File: src/rtl/slice_pkg.sv
package slice_pkg;
  typedef enum logic [1:0] {XS_ZERO = 2'd0, XS_MULT = 2'd1, XS_P = 2'd2, XS_AB = 2'd3} x_sel_e;
  typedef enum logic [1:0] {YS_ZERO = 2'd0, YS_MULT = 2'd1, YS_ONES = 2'd2, YS_C = 2'd3} y_sel_e;
  typedef enum logic [1:0] {ZS_ZERO = 2'd0, ZS_P = 2'd1, ZS_C = 2'd2, ZS_RSVD = 2'd3} z_sel_e;

  // single table of final-stage codes; bits [3:2] != 0 means logic mode
  typedef enum logic [3:0] {
    ALU_ADD     = 4'b0000,
    ALU_SUB     = 4'b0001,
    ALU_NEG_ADD = 4'b0010,
    ALU_NEG_SUB = 4'b0011,
    LOG_AND     = 4'b0100,
    LOG_OR      = 4'b0101,
    LOG_XOR     = 4'b0110,
    LOG_XNOR    = 4'b0111,
    LOG_NAND    = 4'b1000,
    LOG_NOR     = 4'b1001,
    LOG_NOTX    = 4'b1010,
    LOG_NOTZ    = 4'b1011,
    LOG_ANDN    = 4'b1100,
    LOG_ORN     = 4'b1101,
    LOG_PASSX   = 4'b1110,
    LOG_PASSZ   = 4'b1111
  } alu_mode_e;

  typedef struct packed {
    logic      pre_add;
    x_sel_e    xs;
    y_sel_e    ys;
    z_sel_e    zs;
    alu_mode_e mode;
    logic      cin;
  } ctrl_t;
endpackage

File: src/rtl/slice_pipe.sv
module slice_pipe #(
  parameter int W     = 1,
  parameter int DEPTH = 1
) (
  input  logic         clk_i,
  input  logic         rst_ni,
  input  logic         ce_i,
  input  logic         srst_i,
  input  logic [W-1:0] d_i,
  output logic [W-1:0] q_o
);
  if (DEPTH == 0) begin : g_bypass
    logic unused_ctl;
    assign unused_ctl = ^{clk_i, rst_ni, ce_i, srst_i};
    assign q_o = d_i;
  end else begin : g_stages
    logic [W-1:0] st_q [DEPTH];
    always_ff @(posedge clk_i or negedge rst_ni) begin
      if (!rst_ni) begin
        for (int i = 0; i < DEPTH; i++) st_q[i] <= '0;
      end else if (srst_i) begin
        for (int i = 0; i < DEPTH; i++) st_q[i] <= '0;
      end else if (ce_i) begin
        st_q[0] <= d_i;
        for (int i = 1; i < DEPTH; i++) st_q[i] <= st_q[i-1];
      end
    end
    assign q_o = st_q[DEPTH-1];

    // a synchronous clear empties the last stage on the next edge
    assert_stage_clear_R10: assert property (@(posedge clk_i) disable iff (!rst_ni)
      srst_i |=> q_o == '0);
  end
endmodule

File: src/rtl/slice_mult.sv
module slice_mult #(
  parameter int A_W   = 25,
  parameter int B_W   = 18,
  parameter int P_W   = 48,
  parameter int ADREG = 1,
  parameter int MREG  = 1
) (
  input  logic           clk_i,
  input  logic           rst_ni,
  input  logic [A_W-1:0] a_i,
  input  logic [A_W-1:0] d_i,
  input  logic [B_W-1:0] b_i,
  input  logic           pre_add_i,
  input  logic           ce_ad_i,
  input  logic           rst_ad_i,
  input  logic           ce_m_i,
  input  logic           rst_m_i,
  output logic [P_W-1:0] pp_hi_o,
  output logic [P_W-1:0] pp_lo_o
);
  localparam int LO_W = B_W / 2;

  logic [A_W-1:0] ad_d, ad_q;
  logic signed [P_W-1:0] a_ext, hi_ext, lo_ext, pp_hi, pp_lo;
  logic [2*P_W-1:0] m_q;

  assign ad_d = pre_add_i ? (a_i + d_i) : a_i;

  slice_pipe #(.W(A_W), .DEPTH(ADREG)) u_ad (
    .clk_i, .rst_ni, .ce_i(ce_ad_i), .srst_i(rst_ad_i), .d_i(ad_d), .q_o(ad_q));

  // split B: signed upper half, unsigned lower half
  assign a_ext  = P_W'($signed(ad_q));
  assign hi_ext = P_W'($signed(b_i[B_W-1:LO_W]));
  assign lo_ext = P_W'($signed({1'b0, b_i[LO_W-1:0]}));
  assign pp_lo  = a_ext * lo_ext;
  assign pp_hi  = (a_ext * hi_ext) <<< LO_W;

  slice_pipe #(.W(2*P_W), .DEPTH(MREG)) u_m (
    .clk_i, .rst_ni, .ce_i(ce_m_i), .srst_i(rst_m_i),
    .d_i({pp_hi, pp_lo}), .q_o(m_q));

  assign pp_hi_o = m_q[2*P_W-1:P_W];
  assign pp_lo_o = m_q[P_W-1:0];

  // partial products together equal the full signed product
  assert_split_sum_R1: assert property (@(posedge clk_i) disable iff (!rst_ni)
    (pp_hi + pp_lo) == (a_ext * P_W'($signed(b_i))));
endmodule

File: src/rtl/slice_alu.sv
module slice_alu
  import slice_pkg::*;
#(
  parameter int P_W = 48
) (
  input  logic           clk_i,
  input  logic           rst_ni,
  input  ctrl_t          ctrl_i,
  input  logic [P_W-1:0] pp_hi_i,
  input  logic [P_W-1:0] pp_lo_i,
  input  logic [P_W-1:0] ab_i,
  input  logic [P_W-1:0] c_i,
  input  logic [P_W-1:0] p_i,
  output logic [P_W-1:0] res_o,
  output logic           illegal_o
);
  logic           logic_mode;
  logic [P_W-1:0] x_op, y_op, z_op, sum_s, arith_r, logic_r;

  assign logic_mode = ctrl_i.mode[3] | ctrl_i.mode[2];
  assign illegal_o  = (ctrl_i.xs == XS_MULT) != (ctrl_i.ys == YS_MULT);

  always_comb begin
    case (ctrl_i.xs)
      XS_MULT: x_op = logic_mode ? '0 : pp_hi_i;
      XS_P:    x_op = p_i;
      XS_AB:   x_op = ab_i;
      default: x_op = '0;
    endcase
    if (logic_mode) y_op = '0;
    else begin
      case (ctrl_i.ys)
        YS_MULT: y_op = pp_lo_i;
        YS_ONES: y_op = '1;
        YS_C:    y_op = c_i;
        default: y_op = '0;
      endcase
    end
    case (ctrl_i.zs)
      ZS_P:    z_op = p_i;
      ZS_C:    z_op = c_i;
      default: z_op = '0;
    endcase
  end

  assign sum_s = x_op + y_op + P_W'(ctrl_i.cin);

  // negated forms reuse one adder through inversion identities
  always_comb begin
    case (ctrl_i.mode)
      ALU_ADD:     arith_r = z_op + sum_s;
      ALU_SUB:     arith_r = ~(~z_op + sum_s);
      ALU_NEG_ADD: arith_r = ~z_op + sum_s;
      default:     arith_r = ~(z_op + sum_s);
    endcase
    case (ctrl_i.mode)
      LOG_AND:   logic_r = x_op & z_op;
      LOG_OR:    logic_r = x_op | z_op;
      LOG_XOR:   logic_r = x_op ^ z_op;
      LOG_XNOR:  logic_r = ~(x_op ^ z_op);
      LOG_NAND:  logic_r = ~(x_op & z_op);
      LOG_NOR:   logic_r = ~(x_op | z_op);
      LOG_NOTX:  logic_r = ~x_op;
      LOG_NOTZ:  logic_r = ~z_op;
      LOG_ANDN:  logic_r = x_op & ~z_op;
      LOG_ORN:   logic_r = x_op | ~z_op;
      LOG_PASSX: logic_r = x_op;
      default:   logic_r = z_op;
    endcase
  end

  assign res_o = illegal_o ? '0 : (logic_mode ? logic_r : arith_r);

  // subtract form restores Z when the operand sum is added back
  assert_sub_R2: assert property (@(posedge clk_i) disable iff (!rst_ni)
    (ctrl_i.mode == ALU_SUB && !illegal_o) |-> (res_o + sum_s) == z_op);
  // negated-add form satisfies res + Z + 1 == X + Y + CIN
  assert_negadd_R3: assert property (@(posedge clk_i) disable iff (!rst_ni)
    (ctrl_i.mode == ALU_NEG_ADD && !illegal_o) |-> (res_o + z_op + P_W'(1)) == sum_s);
endmodule

File: src/rtl/arith_slice.sv
module arith_slice
  import slice_pkg::*;
#(
  parameter int A_W     = 25,
  parameter int B_W     = 18,
  parameter int P_W     = 48,
  parameter int AREG    = 2,
  parameter int BREG    = 2,
  parameter int CREG    = 1,
  parameter int DREG    = 1,
  parameter int ADREG   = 1,
  parameter int MREG    = 1,
  parameter int CTRLREG = 1
) (
  input  logic           clk_i,
  input  logic           rst_ni,
  input  logic [A_W-1:0] a_i,
  input  logic [B_W-1:0] b_i,
  input  logic [P_W-1:0] c_i,
  input  logic [A_W-1:0] d_i,
  input  logic           cin_i,
  input  logic           pre_add_i,
  input  logic [1:0]     x_sel_i,
  input  logic [1:0]     y_sel_i,
  input  logic [1:0]     z_sel_i,
  input  logic [3:0]     alu_mode_i,
  input  logic           ce_a_i,
  input  logic           ce_b_i,
  input  logic           ce_c_i,
  input  logic           ce_d_i,
  input  logic           ce_ad_i,
  input  logic           ce_m_i,
  input  logic           ce_ctrl_i,
  input  logic           ce_p_i,
  input  logic           rst_a_i,
  input  logic           rst_b_i,
  input  logic           rst_c_i,
  input  logic           rst_d_i,
  input  logic           rst_ad_i,
  input  logic           rst_m_i,
  input  logic           rst_ctrl_i,
  input  logic           rst_p_i,
  output logic [P_W-1:0] p_o
);
  localparam int CTRL_W = $bits(ctrl_t);

  logic [A_W-1:0] a_q, d_q;
  logic [B_W-1:0] b_q;
  logic [P_W-1:0] c_q, pp_hi, pp_lo, ab_ext, alu_res, p_q;
  ctrl_t          ctrl_d, ctrl_q;
  logic           alu_illegal;

  assign ctrl_d = {pre_add_i, x_sel_i, y_sel_i, z_sel_i, alu_mode_i, cin_i};

  slice_pipe #(.W(A_W), .DEPTH(AREG)) u_a (
    .clk_i, .rst_ni, .ce_i(ce_a_i), .srst_i(rst_a_i), .d_i(a_i), .q_o(a_q));
  slice_pipe #(.W(B_W), .DEPTH(BREG)) u_b (
    .clk_i, .rst_ni, .ce_i(ce_b_i), .srst_i(rst_b_i), .d_i(b_i), .q_o(b_q));
  slice_pipe #(.W(P_W), .DEPTH(CREG)) u_c (
    .clk_i, .rst_ni, .ce_i(ce_c_i), .srst_i(rst_c_i), .d_i(c_i), .q_o(c_q));
  slice_pipe #(.W(A_W), .DEPTH(DREG)) u_d (
    .clk_i, .rst_ni, .ce_i(ce_d_i), .srst_i(rst_d_i), .d_i(d_i), .q_o(d_q));
  slice_pipe #(.W(CTRL_W), .DEPTH(CTRLREG)) u_ctrl (
    .clk_i, .rst_ni, .ce_i(ce_ctrl_i), .srst_i(rst_ctrl_i), .d_i(ctrl_d), .q_o(ctrl_q));

  slice_mult #(.A_W(A_W), .B_W(B_W), .P_W(P_W), .ADREG(ADREG), .MREG(MREG)) u_mult (
    .clk_i, .rst_ni, .a_i(a_q), .d_i(d_q), .b_i(b_q), .pre_add_i(ctrl_q.pre_add),
    .ce_ad_i, .rst_ad_i, .ce_m_i, .rst_m_i, .pp_hi_o(pp_hi), .pp_lo_o(pp_lo));

  assign ab_ext = P_W'({a_q, b_q});

  slice_alu #(.P_W(P_W)) u_alu (
    .clk_i, .rst_ni, .ctrl_i(ctrl_q), .pp_hi_i(pp_hi), .pp_lo_i(pp_lo),
    .ab_i(ab_ext), .c_i(c_q), .p_i(p_q), .res_o(alu_res), .illegal_o(alu_illegal));

  always_ff @(posedge clk_i or negedge rst_ni) begin
    if (!rst_ni)      p_q <= '0;
    else if (rst_p_i) p_q <= '0;
    else if (ce_p_i)  p_q <= alu_res;
  end

  assign p_o = p_q;

  assert_p_clear_R9: assert property (@(posedge clk_i) disable iff (!rst_ni)
    rst_p_i |=> p_o == '0);
  assert_p_hold_R9: assert property (@(posedge clk_i) disable iff (!rst_ni)
    (!rst_p_i && !ce_p_i) |=> $stable(p_o));
  assert_illegal_zero_R6: assert property (@(posedge clk_i) disable iff (!rst_ni)
    (alu_illegal && ce_p_i && !rst_p_i) |=> p_o == '0);
endmodule

File: config.mk
export PLATFORM = sky130hd
export DESIGN_NAME = arith_slice
export DESIGN_NICKNAME = d
export VERILOG_FILES = /design/src/rtl/slice_pkg.sv /design/src/rtl/slice_pipe.sv /design/src/rtl/slice_mult.sv /design/src/rtl/slice_alu.sv /design/src/rtl/arith_slice.sv
export SDC_FILE = /design/constraint.sdc
export NUM_CORES = 2
export LEC_CHECK = 0
export BUFFER_PORTS_ARGS = -buffer_cell sky130_fd_sc_hd__clkbuf_2
export CAP_MARGIN = 20
export CORE_ASPECT_RATIO = 0.75
export CORE_UTILIZATION = 40
export DETAILED_ROUTE_END_ITERATION = 7
export PLACE_DENSITY = 0.56
export SLEW_MARGIN = 5
export SYNTH_ARGS = -nofsm -noshare
export SYNTH_HDL_FRONTEND = slang
export SYNTH_SLANG_ARGS = --single-unit
File: constraint.sdc
create_clock -name clk_i -period 19.85 [get_ports clk_i]
set_input_delay 0.9925 -clock clk_i [delete_from_list [all_inputs] [get_ports clk_i]]
set_output_delay 0.9925 -clock clk_i [all_outputs]
set_load 0.01 [all_outputs]
==> flow_metrics.tcl <==
set metrics [dict create \
    period_share 0.461 \
    worstSkewPairLatency_ps 640 \
    power_leakage_nw 24.8 \
    cts_sinks 313 \
    endpoint_kind "register" \
    critical_path_arrival_ps 9670 \
    critPathLaunchType "register" \
    max_freq_ghz 0.109 \
    route.detailed.drc 0 \
    timing.rr.start "u_ctrl.q_o[4]$_DFFE_PN0P_" \
    cts_buffers 40 \
    area_growth_pct 7.97 \
    via_per_inst 5.94 \
    clock-root-buffer "clkbuf_16" \
    ys.flop_type "dfrtp_1" \
    grt_antenna_before_repair 9 \
    io_buffers 193 \
    critPathMaxStageDelay_ps 800 \
    nets 6717 \
    die_h_um 300 \
    tns_ps 0 \
    ys_warn_count 0 \
    rrSetupSlack_ps 10690 \
    worstSetupPathType "reg -> reg" \
    power_density_nw_per_um2 46.1 \
    place_congestion 0.983 \
    dpl.cell_count 7192 \
    worst-r2r-cell-count 29 \
    cts_hold_repair.buffers 0 \
    n_fill_cell 11700 \
    grt.overflow.total 0 \
    fin_cells 7268 \
    fp.coreArea_um2 116000 \
    clockBufferDepth 3 \
    drv_cap 0 \
    hold_viol 0 \
    relSlewSlack 0.237 \
    clk_pin_slew_ps 70 \
    num_rows 108 \
    outcome "finished clean" \
    vias 43200 \
    seq_area_frac_synth 0.166 \
    ys_ff_latch 313 \
    cts_tree "done" \
    synth.distinct_cells 94 \
    htreeDepth 2 \
    hold_class "in -> async" \
    cts_resized 0 \
    setup_viol 0 \
    grt_pass1_vias 40600 \
    dr.pass1.iters 6 \
    final_core_util 0.438 \
    grt_pass1_wl_um 266000 \
    regToRegEndpoint "p_o[47]$_DFFE_PN0P_" \
    post-dp-hpwl_um 136000 \
    async_flop_share 1.00 \
    avgSynthCellArea_um2 8.25 \
    rsz0062_at_grt "false" \
    groute.usage.overall 0.294 \
    required_ps 20360 \
    grt_max_degree 72 \
    drt_iter0_drc 4830 \
    worstMarginPinSlew_ps 1140 \
    io_pins 194 \
    die_area_um2 119000 \
    fp.dieW_um 399 \
    drive_above_1_share 0.0791 \
    ant_nets 0 \
    crit_top_cell "o21ai_0" \
    finalClockSkew_ps 63.5 \
    drv_slew 0 \
    synth_edf_count 0 \
    wl_um 179000 \
    finalCriticalPeriod_ps 9160 \
    wl_per_cell_um 24.6 \
    synthesis.instances 5727 \
    cp_slowest_cell "o21ai_0" \
    start_util 0.406 \
    cts_setup_buffers 0 \
    critPathMaxFanout 23 \
    syn_area_um2 47200 \
    vdd_drop_max_mv 0.0574 \
    cp_num_buf_inv 4 \
    path_delay_family "compound AO/OA/AOI/OAI gates" \
    synth_nets 6748 \
]
## flip-flops by register name, summed over array words and instances, names as in the netlist, 25 cells and up
signal	count
p_o	48
u_mult.u_m.q_o	69
u_d.q_o	25
u_a.q_o	25
u_mult.u_ad.q_o	25
u_a.g_stages.st_q	25
u_c.q_o	48
## how the worst max path moves through the flow
stage	from	endpoint	slack (ps)	cells after the start
2_1_floorplan	u_ctrl.q_o[4]$_DFFE_PN0P_	p_o[41]$_DFFE_PN0P_	13020	33
3_3_place_gp	u_ctrl.q_o[4]$_DFFE_PN0P_	p_o[47]$_DFFE_PN0P_	11360	29
3_5_place_dp	u_ctrl.q_o[4]$_DFFE_PN0P_	p_o[47]$_DFFE_PN0P_	11060	29
4_1_cts	u_ctrl.q_o[4]$_DFFE_PN0P_	p_o[47]$_DFFE_PN0P_	11000	29
5_1_grt	u_ctrl.q_o[4]$_DFFE_PN0P_	p_o[47]$_DFFE_PN0P_	10100	29
6_report	u_ctrl.q_o[4]$_DFFE_PN0P_	p_o[47]$_DFFE_PN0P_	10690	29
## cells in the mapped netlist, types with 189 or more instances
cell type	instances	area share
inv_1	577	0.046
nand2_1	537	0.043
nor2_1	512	0.041
ha_1	503	0.13
fa_1	372	0.16
a21oi_1	352	0.037
clkbuf_1	315	0.025
dfrtp_1	313	0.17
o21ai_0	302	0.032
mux2i_1	296	0.063
and2_1	235	0.031
xnor2_1	189	0.035
## cells in the final DEF (no fill, tap or decap), types with 19 or more instances in the layout
master     instances
inv_1            577
nand2_1          534
nor2_1           502
ha_1             501
fa_1             372
a21oi_1          352
dfrtp_1          307
o21ai_0          302
mux2i_1          296
and2_1           235
clkbuf_2         190
xnor2_1          189
buf_4            104
a21o_1            92
a211oi_1          77
a22oi_1           74
xor2_1            65
nand2b_1          63
nor3_1            57
nand3_1           56
o22ai_1           49
a22o_1            43
a221oi_1          43
o21bai_1          42
o211ai_1          41
clkbuf_16         40
a31oi_1           36
nor2b_1           34
o221ai_1          33
o31ai_1           31
o21a_1            30
or2_2             21
and3_1            21
or3_1             20
nand4_1           19
## per-stage QoR
stage               area, µm²  setup WS (ps)  total power, mW  hold slack [ps]
finish                  51000          10690             2.35              382
global route            51000          10100             2.46              419
CTS                     51000          11000             2.35              390
detailed placement      49600          11060             1.54              483
global placement        49600          11360             1.54              471
floorplan               47200          13020             1.25              450
## final cells by class
| cell class | instances | area [µm²] | area share |
|---|---|---|---|
| well taps | 1540 | 1930 | 0.0378 |
| repair buffers | 297 | 1770 | 0.0347 |
| multi-input cells | 4461 | 35900 | 0.703 |
| inverters | 583 | 2190 | 0.0429 |
| clock inverters | 20 | 292 | 0.00572 |
| flip-flops and latches | 313 | 7850 | 0.154 |
| diodes | 2 | 5.00 | 0.0000982 |
| clock buffers | 52 | 1100 | 0.0215 |
## power by group
| part | leakage, nW | internal, mW | switching (mW) |
|---|---|---|---|
| clock | 0.660 | 0.450 | 0.349 |
| combinational | 19.9 | 0.286 | 0.525 |
| sequential | 4.22 | 0.673 | 0.0678 |
| total | 24.8 | 1.41 | 0.942 |
## per-layer routing
layer  track usage  wire length (µm)  up-vias
li1              -                 -    19400
met1         0.458             83700    21300
met2         0.408             72100     2143
met3        0.0554             17800      298
met4        0.0783              5250        2
met5             0                12        -
## logic make-up (layout without fill, tap and decap cells)
group                      Yosys count  in the layout  synth area share
muxes                              310            310            0.0661
DFF                                313            313             0.166
AOI/OAI and AO/OA                 1399           1399             0.195
and+or+nand+nor                   1622           1622             0.158
adders and majority gates          875            875             0.291
buffers and inverters              953            952            0.0763
xor gates and xnor gates           255            255            0.0476
other                                0              2                 0
## worst register-to-register path, delay by kind of cell (launching register included)
kind            cells  cell delay, ps
buf+inv             4             840
fa+ha+maj           3            1290
xor+xnor            2             640
compound gates     13            4060
flops               1             640
simple gates        7            1580
No activity file was read; power rests on OpenSTA's default activity.
